## src/rtl/subvec_seq_pkg.sv

```systemverilog
package subvec_seq_pkg;
  typedef enum logic {
    LANE_INNER = 1'b0,
    LANE_OUTER = 1'b1
  } loop_order_e;

  function automatic int unsigned larger(int unsigned a, int unsigned b);
    return (a > b) ? a : b;
  endfunction
endpackage

```

## src/rtl/subvec_walker.sv

```systemverilog
module subvec_walker
  import subvec_seq_pkg::*;
#(
  parameter int VL_W  = 7,
  parameter int SV_W  = 3,
  parameter int IDX_W = 8
) (
  input  logic             clk,
  input  logic             rst_n,
  input  logic             clear,
  input  logic             adv,
  input  logic [VL_W-1:0]  vl,
  input  logic [SV_W-1:0]  sublen,
  input  loop_order_e      order,
  output logic [IDX_W-1:0] idx
);
  logic [VL_W-1:0] elem_q, elem_d;
  logic [SV_W-1:0] lane_q, lane_d;
  logic            elem_last, lane_last, at_end;

  assign elem_last = (elem_q == VL_W'(vl - VL_W'(1)));
  assign lane_last = (lane_q == SV_W'(sublen - SV_W'(1)));
  assign at_end    = elem_last && lane_last;

  always_comb begin
    elem_d = elem_q;
    lane_d = lane_q;
    if (clear) begin
      elem_d = '0;
      lane_d = '0;
    end else if (adv && !at_end) begin
      if (order == LANE_OUTER) begin
        if (elem_last) begin
          elem_d = '0;
          lane_d = lane_q + SV_W'(1);
        end else begin
          elem_d = elem_q + VL_W'(1);
        end
      end else begin
        if (lane_last) begin
          lane_d = '0;
          elem_d = elem_q + VL_W'(1);
        end else begin
          lane_d = lane_q + SV_W'(1);
        end
      end
    end
  end

  always_ff @(posedge clk or negedge rst_n) begin
    if (!rst_n) begin
      elem_q <= '0;
      lane_q <= '0;
    end else if (clear || adv) begin
      elem_q <= elem_d;
      lane_q <= lane_d;
    end
  end

  assign idx = IDX_W'(elem_q) + IDX_W'(vl) * IDX_W'(lane_q);
endmodule

```

## src/rtl/subvec_step_ctl.sv

```systemverilog
module subvec_step_ctl #(
  parameter int CNT_W = 9
) (
  input  logic             clk,
  input  logic             rst_n,
  input  logic             start,
  input  logic [CNT_W-1:0] total,
  output logic             busy,
  output logic             adv,
  output logic             done
);
  logic [CNT_W-1:0] cnt_q, cnt_d;
  logic             busy_q, busy_d;
  logic             done_q, done_d;

  always_comb begin
    cnt_d  = cnt_q;
    busy_d = busy_q;
    done_d = 1'b0;
    if (start) begin
      cnt_d  = '0;
      busy_d = (total != '0);
      done_d = (total == '0);
    end else if (busy_q) begin
      if (cnt_q == CNT_W'(total - CNT_W'(1))) begin
        busy_d = 1'b0;
        done_d = 1'b1;
      end else begin
        cnt_d = cnt_q + CNT_W'(1);
      end
    end
  end

  always_ff @(posedge clk or negedge rst_n) begin
    if (!rst_n) begin
      cnt_q  <= '0;
      busy_q <= 1'b0;
      done_q <= 1'b0;
    end else begin
      cnt_q  <= cnt_d;
      busy_q <= busy_d;
      done_q <= done_d;
    end
  end

  assign busy = busy_q;
  assign adv  = busy_q && !start;
  assign done = done_q;
endmodule

```

## src/rtl/subvec_index_seq.sv

```systemverilog
module subvec_index_seq
  import subvec_seq_pkg::*;
#(
  parameter int MAX_VL    = 64,
  parameter int MAX_SUBVL = 4,
  localparam int VL_W  = $clog2(MAX_VL + 1),
  localparam int SV_W  = $clog2(MAX_SUBVL + 1),
  localparam int IDX_W = $clog2(MAX_VL * MAX_SUBVL),
  localparam int CNT_W = $clog2(MAX_VL * MAX_SUBVL + 1)
) (
  input  logic             clk,
  input  logic             rst_n,
  input  logic             start,
  input  logic [VL_W-1:0]  vl_len,
  input  logic [SV_W-1:0]  src_sublen,
  input  logic [SV_W-1:0]  dst_sublen,
  input  logic             src_lane_outer,
  input  logic             dst_lane_outer,
  output logic             pair_valid,
  output logic [IDX_W-1:0] src_idx,
  output logic [IDX_W-1:0] dst_idx,
  output logic             seq_done
);
  localparam int SIDES = 2;

  logic [VL_W-1:0]  vl_q;
  logic [SV_W-1:0]  sub_q   [SIDES];
  loop_order_e      order_q [SIDES];
  logic [SV_W-1:0]  sub_in  [SIDES];
  loop_order_e      ord_in  [SIDES];
  logic [IDX_W-1:0] idx_w   [SIDES];
  logic [SV_W-1:0]  sub_max;
  logic [CNT_W-1:0] total;
  logic             adv;

  assign sub_in[0] = src_sublen;
  assign sub_in[1] = dst_sublen;
  assign ord_in[0] = loop_order_e'(src_lane_outer);
  assign ord_in[1] = loop_order_e'(dst_lane_outer);

  always_ff @(posedge clk or negedge rst_n) begin
    if (!rst_n) begin
      vl_q <= '0;
    end else if (start) begin
      vl_q <= vl_len;
    end
  end

  for (genvar s = 0; s < SIDES; s++) begin : g_side
    always_ff @(posedge clk or negedge rst_n) begin
      if (!rst_n) begin
        sub_q[s]   <= '0;
        order_q[s] <= LANE_INNER;
      end else if (start) begin
        sub_q[s]   <= sub_in[s];
        order_q[s] <= ord_in[s];
      end
    end

    subvec_walker #(
      .VL_W (VL_W),
      .SV_W (SV_W),
      .IDX_W(IDX_W)
    ) u_walk (
      .clk   (clk),
      .rst_n (rst_n),
      .clear (start),
      .adv   (adv),
      .vl    (vl_q),
      .sublen(sub_q[s]),
      .order (order_q[s]),
      .idx   (idx_w[s])
    );
  end

  assign sub_max = SV_W'(larger(int'(sub_q[0]), int'(sub_q[1])));
  assign total   = CNT_W'(vl_len) * CNT_W'(
                     larger(int'(src_sublen), int'(dst_sublen)));

  subvec_step_ctl #(.CNT_W(CNT_W)) u_ctl (
    .clk  (clk),
    .rst_n(rst_n),
    .start(start),
    .total(total_q_sel),
    .busy (pair_valid),
    .adv  (adv),
    .done (seq_done)
  );

  logic [CNT_W-1:0] total_q_sel;
  assign total_q_sel = start ? total : CNT_W'(vl_q) * CNT_W'(sub_max);

  assign src_idx = idx_w[0];
  assign dst_idx = idx_w[1];
endmodule


```

## config.mk

```make
export PLATFORM = sky130hd
export DESIGN_NAME = subvec_index_seq
export DESIGN_NICKNAME = d
export VERILOG_FILES = /design/src/rtl/subvec_seq_pkg.sv /design/src/rtl/subvec_walker.sv /design/src/rtl/subvec_step_ctl.sv /design/src/rtl/subvec_index_seq.sv
export SDC_FILE = /design/constraint.sdc
export NUM_CORES = 1
export LEC_CHECK = 0
export BUFFER_PORTS_ARGS = -buffer_cell sky130_fd_sc_hd__buf_4
export CORE_MARGIN = 2
export CORE_UTILIZATION = 55
export CTS_CLUSTER_DIAMETER = 60
export DETAILED_ROUTE_END_ITERATION = 10
export GPL_TIMING_DRIVEN = 0
export PLACE_DENSITY_LB_ADDON = 0.2
export SLEW_MARGIN = 40
export SYNTH_ARGS = -nofsm -noshare
export SYNTH_HDL_FRONTEND = slang
export SYNTH_SLANG_ARGS = --single-unit
```

## constraint.sdc

```tcl
create_clock -name clk -period 12.4 [get_ports clk]
set_input_delay 0.62 -clock clk [delete_from_list [all_inputs] [get_ports clk]]
set_output_delay 0.62 -clock clk [all_outputs]
set_load 0.05 [all_outputs]
```

== Word-level counts from Yosys, hierarchy flattened ==
Cells that the tools add are included.

* Reductions and logical operators: 21
* Eq/ne operators: 8
* $mul: 4
* Magnitude comparators: 2
* Muxes and demuxes: 32
* Add/subtract/negate cells: 11
* Div/mod/pow operators: 0
* Bitwise operators: 0
* Shifts and indexed selects: 0

{| class="wikitable"
|+ Operators by type and width
! cell !! number
|-
| 7-bit two-way mux || 10
|-
| 3-bit two-way mux || 12
|-
| 9-bit two-way mux || 4
|-
| 7-bit by 3-bit multiplier with 9-bit output || 2
|-
| 7-bit by 8-bit adder with 8-bit output || 2
|-
| 7-bit by 3-bit multiplier with 8-bit output || 2
|-
| 7-bit by 1-bit adder with 7-bit output, second input constant || 2
|-
| 7-bit equality test || 2
|-
| 3-bit AND reduction || 4
|-
| 9-bit by 1-bit adder with 9-bit output, second input constant || 1
|-
| 9-bit equality test || 1
|-
| 9-bit zero test || 1
|-
| 9-bit nonzero test || 1
|-
| 9-bit by 1-bit subtractor with 9-bit output, second input constant || 1
|-
| 7-bit by 1-bit subtractor with 7-bit output, second input constant || 1
|-
| 3-bit by 1-bit adder with 3-bit output, second input constant || 2
|-
| 3-bit equality test || 2
|-
| 3-bit > comparator || 2
|-
| 1-bit two-way mux || 6
|-
| 3-bit by 2-bit != test with 1-bit output, second input constant || 2
|-
| 2-bit nonzero test || 3
|-
| 3-bit nonzero test || 2
|-
| 3-bit by 1-bit subtractor with 3-bit output, second input constant || 2
|-
| 1-bit logical AND || 5
|-
| 4 further kinds || 6
|}

* Output and inout port bits: 18
* Bits in writable memories: 0
* Bits in latches: 0
* Word-level logic and storage cells: 90
* Memory bits (read-only): 0
* Memories: 0
* Register bits: 46

== Longest topological paths before layout ==
* Depth after elaboration: 9
* Gate-level depth with buffers: 23

== By module ==
From an unflattened synthesis, not the netlist that was laid out.

* Cells, all modules: 675
* Area, all modules: 5899.4 um^2

{| class="wikitable"
|+ Modules (own cells, without submodules)
! module !! instances !! area each (um^2) !! cells each
|-
| subvec_walker || 2 || 1517.7 || 177
|-
| subvec_index_seq || 1 || 1926.8 || 218
|-
| subvec_step_ctl || 1 || 937.1 || 103
|}

== Worst setup path after synthesis ==
No wires, ideal clock.

* Path kind: in2reg
* Start point: input dst_sublen[1]
* End point: register u_ctl.cnt_q[5]
* Data required time: 12.322 ns
* Path slack: 7.344 ns
* Buffers on the path: 0
* Stages on the path: 20
* Data arrival time: 4.978 ns
* Path through: inv_1 ha_1 a211oi_1 nor2_1 o21ai_1 nand2_1 fa_1 inv_1 ha_1 fa_1 nand3_1 nand2_1 a21o_1 a21oi_1 xnor3_1 mux2i_1 xnor2_1 o21ai_2 or4_1 a21oi_1

* Longest elaborated chain between the ends: 8

{| class="wikitable"
|+ Ends and longest elaborated chain
! element !! RTL line !! text
|-
| start: declaration || subvec_index_seq.sv:16 || <nowiki>input logic [SV_W-1:0] dst_sublen,</nowiki>
|-
| 3-bit > comparator || subvec_seq_pkg.sv:8 || <nowiki>return (a > b) ? a : b;</nowiki>
|-
| 3-bit two-way mux * || subvec_seq_pkg.sv:8 ||
|-
| 7-bit by 3-bit multiplier with 9-bit output * || subvec_index_seq.sv:77 || <nowiki>assign total = CNT_W'(vl_len) * CNT_W'(</nowiki>
|-
| 9-bit two-way mux * || subvec_index_seq.sv:91 || <nowiki>assign total_q_sel = start ? total : CNT_W'(vl_q) * CNT_W'(sub_max);</nowiki>
|-
| 9-bit by 1-bit subtractor with 9-bit output * || subvec_step_ctl.sv:25 || <nowiki>if (cnt_q == CNT_W'(total - CNT_W'(1))) begin</nowiki>
|-
| 9-bit equality test * || subvec_step_ctl.sv:25 ||
|-
| 2-bit != test (no source line) * || -- ||
|-
| 2-bit AND reduction (no source line) * || -- ||
|-
| end signal: assignment || subvec_step_ctl.sv:40 || <nowiki>cnt_q <= cnt_d;</nowiki>
|-
| end: declaration || subvec_step_ctl.sv:12 || <nowiki>logic [CNT_W-1:0] cnt_q, cnt_d;</nowiki>
|}

Mark *: on every way between the ends. The rest lies on a longest branch, timed or not.
A chain may end at the register's enable or synchronous reset.

== Worst setup path in the final report ==
* Start point: register sub_q[1] (netlist name)
* End point: register u_ctl.cnt_q[1]

* Longest elaborated chain between the ends: 8

{| class="wikitable"
|+ Ends and longest elaborated chain
! element !! RTL line !! text
|-
| start: declaration || subvec_index_seq.sv:27 || <nowiki>logic [SV_W-1:0] sub_q [SIDES];</nowiki>
|-
| start signal: indexed assignment || subvec_index_seq.sv:55 || <nowiki>sub_q[s] <= sub_in[s];</nowiki>
|-
| 3-bit > comparator || subvec_seq_pkg.sv:8 ||
|-
| 3-bit two-way mux * || subvec_seq_pkg.sv:8 ||
|-
| 7-bit by 3-bit multiplier with 9-bit output * || subvec_index_seq.sv:91 ||
|-
| 9-bit two-way mux * || subvec_index_seq.sv:91 ||
|-
| 9-bit by 1-bit subtractor with 9-bit output * || subvec_step_ctl.sv:25 ||
|-
| 9-bit equality test * || subvec_step_ctl.sv:25 ||
|-
| 2-bit != test (no source line) * || -- ||
|-
| 2-bit AND reduction (no source line) * || -- ||
|}

Marked as above.

==> results.py <==
metrics = {
    "place": {
        "place_inst": 820,
        "dp_hpwl_mm": 10.1,
        "placed_area_mm2": 0.00595,
        "routabilityCongestion": 0.859,
        "portBuffers": 34,
    },
    "logic_synthesis": {
        "synth-seq-cells": 46,
        "ys_seq_area_share_pct": 20.8,
        "synth_area_leaders": "dfrtp_1, fa_1, ha_1, nand2_1, xnor2_1",
        "synth_area_mm2": 0.00553,
        "async_reset_ff_share_pct": 100,
        "synthDominantCellAreaShare_pct": 20.8,
        "syn_inst": 653,
        "yosys.area.top_type": "dfrtp_1",
        "syn_nets": 754,
        "synthFlopType": "dfrtp_1",
        "synth_cell_types": 63,
        "yosysWarnings": 0,
        "avgSynthCellArea_um2": 8.47,
        "synth-edff-count": 0,
    },
    "sta": {
        "period_needed_ps": 5570,
        "fmax_mhz": 179,
        "max_slew_margin_pct": 53.8,
        "rsz0062_at_grt": "false",
        "finalCritPeriodShare_pct": 44.9,
        "final-hold-violation-count": 0,
        "finClkSkew_ps": 10.0,
        "fin_setup_tns_ps": 0,
        "slew_violations": 0,
        "setup-violations-final": 0,
        "tightest_slew_ps": 694,
    },
    "detailed_routing": {
        "wl_per_cell_um": 15.2,
        "wl_mm": 12.6,
        "viasPerCell": 5.66,
        "first_iter_violations": 202,
        "via_count": 4689,
        "ant_nets": 0,
        "drc": 0,
        "first_pass_iters": 5,
    },
    "cts": {
        "clkTransAtPathRegs_ps": 90,
        "worstSkewPairLatency_ps": 300,
        "cts_tree": "yes",
        "cts_root_buffer": "clkbuf_8",
        "numCtsBuffers": 5,
        "cts_resized": 0,
        "post_cts_buffers": 0,
        "h-tree-depth": 2,
        "clockBufferDepth": 2,
        "ctsHoldBuffers": 0,
        "clock_sinks": 46,
    },
    "die": {
        "io_pins": 36,
        "die-width_um": 104,
        "rows": 36,
        "core-area_mm2": 0.00977,
        "initial_utilization_pct": 56.6,
        "die-height_um": 104,
        "die_area_mm2": 0.0109,
    },
    "global_route": {
        "grt.total_usage_pct": 24.5,
        "grt_max_degree": 47,
        "grt_pass1_wl_mm": 22.1,
        "grt_pass1_vias": 4746,
        "grt_overflow": 0,
        "antenna_found_initial": 0,
    },
    "cells_and_area": {
        "area_growth_syn_to_layout_pct": 9.28,
        "layout-drive-gt1-share_pct": 10.6,
        "final_common_cell": "nand2_1",
        "final_design_area_no_fill_mm2": 0.00604,
        "n_antenna_cell": 0,
        "mostFrequentLayoutCells": "nand2_1, inv_1, ha_1",
        "finalNonFillerCells": 828,
        "num-nets-final": 795,
    },
    "power_and_ir_drop": {
        "leakage_uw": 0.00298,
        "vdd_ir_drop_max_mv": 0.103,
        "p_per_area_mw_per_mm2": 146,
        "power_uw": 882,
    },
    "critical_path": {
        "criticalPathCategory": "flip-flop to flip-flop",
        "reg2reg_depth": 22,
        "crit_fanout": 10,
        "r2r_start": "sub_q[1]",
        "rrSetupSlack_ps": 6830,
        "arrival_ps": 5740,
        "cp-startpoint": "sub_q[1]",
        "reg2reg_to": "u_ctl.cnt_q[1]",
        "timing.critical_path.required_ps": 12570,
        "critPathLaunchType": "flip-flop",
        "crit_path_end_kind": "flip-flop",
    },
    "hold_path": {
        "hp-class": "input pin to async pin",
    },
    "job": {
        "maxCapViolations": 0,
    },
    "run_status": {
        "status": "finished, final reports clean",
    },
}
==> area by class of cell <==
type	instances	area [um2]
Buffer	26	115
Sequential cell	46	1150
Clock inverter	1	5.00
Multi-Input combinational cell	518	4030
Tap cell	133	166
Fill cell	868	3730
Timing Repair Buffer	34	255
Clock buffer	7	86.3
Inverter	63	236
==> critical path: stages, from the launching register on <==
cell and delay, ps:
dfrtp_1 400, inv_1 110, ha_1 310, and2b_2 260
o211ai_1 180, o21ai_0 120, a32oi_1 540, nand2_1 160
fa_1 520, inv_1 50, ha_1 220, fa_1 500
mux2i_1 240, xnor2_1 200, xor2_1 170, nand2_1 60
or3_1 300, a211oi_1 260, o211ai_2 160, o21ai_2 260
buf_6 190, mux2i_1 180, nor2_1 50
==> synthesized netlist by cell type (8+ instances only) <==
cell type	number
nand3_1	17
clkbuf_1	14
xnor2_1	38
nand4_1	8
o21ai_0	29
nand2_1	93
dfrtp_1	46
buf_2	8
nor3_1	11
nor2_1	38
fa_1	34
mux2_2	10
xor2_1	31
and2_1	26
ha_1	49
inv_1	63
a21o_1	8
a21oi_1	25
==> cells by family (layout without fill, tap and decap cells) <==
| group | count (synthesis) | in the layout | share of synthesized area (%) |
|---|---|---|---|
| flip-flops | 46 | 46 | 20.8 |
| adder cells (fa/ha/maj) | 83 | 83 | 23.4 |
| multiplexers | 17 | 17 | 3.30 |
| AND/OR/NAND/NOR | 234 | 234 | 20.7 |
| buffers and inverters | 89 | 131 | 6.36 |
| XOR/XNOR | 71 | 71 | 11.7 |
| AO/OA/AOI/OAI | 113 | 113 | 13.7 |
==> metrics by stage <==
| step | setup WS (ps) | hold slack, ps | util, % |
|---|---|---|---|
| 4_1_cts | 6870 | 360 | 61.8 |
| 3_3_place_gp | 6610 | 554 | 60.9 |
| 2_1_floorplan | 7340 | 324 | - |
| 6_report | 6830 | 325 | 61.8 |
| 5_1_grt | 6450 | 371 | 61.8 |
| 3_5_place_dp | 6650 | 558 | 60.9 |
==> how the worst max path moves through the flow <==
| stage | cells past startpoint | endpoint |
|---|---|---|
| 6_report | 22 | u_ctl.cnt_q[1] |
| 5_1_grt | 22 | u_ctl.cnt_q[1] |
| 4_1_cts | 22 | u_ctl.cnt_q[1] |
| 3_5_place_dp | 21 | u_ctl.cnt_q[8] |
| 3_3_place_gp | 20 | u_ctl.cnt_q[5] |
| 2_1_floorplan | 20 | u_ctl.cnt_q[5] |
==> routing by layer <==
| layer | GRT usage, % | up-vias | part of all wire, % |
|---|---|---|---|
| met5 | 0 | - | 0 |
| met3 | 2.51 | 21 | 3.9 |
| met4 | 7.82 | 0 | 2.0 |
| met1 | 30.3 | 2260 | 43 |
| met2 | 44.8 | 127 | 51 |
| li1 | - | 2281 | - |
==> report_power, final <==
part           switching [uW]  internal, uW  total [uW]
Clock                    52.6          45.1        97.8
Combinational             370           227         597
Sequential               20.7           166         187
Total                     443           439         882
==> registers in the layout (all words and copies together) (netlist names) <==
register              count
g_side.u_walk.lane_q      6
g_side.u_walk.elem_q     14
sub_q                     6
vl_q                      7
u_ctl.busy                1
u_ctl.cnt_q               9
order_q                   2
u_ctl.done                1
Note: power is estimated with default switching activity, not from simulation.
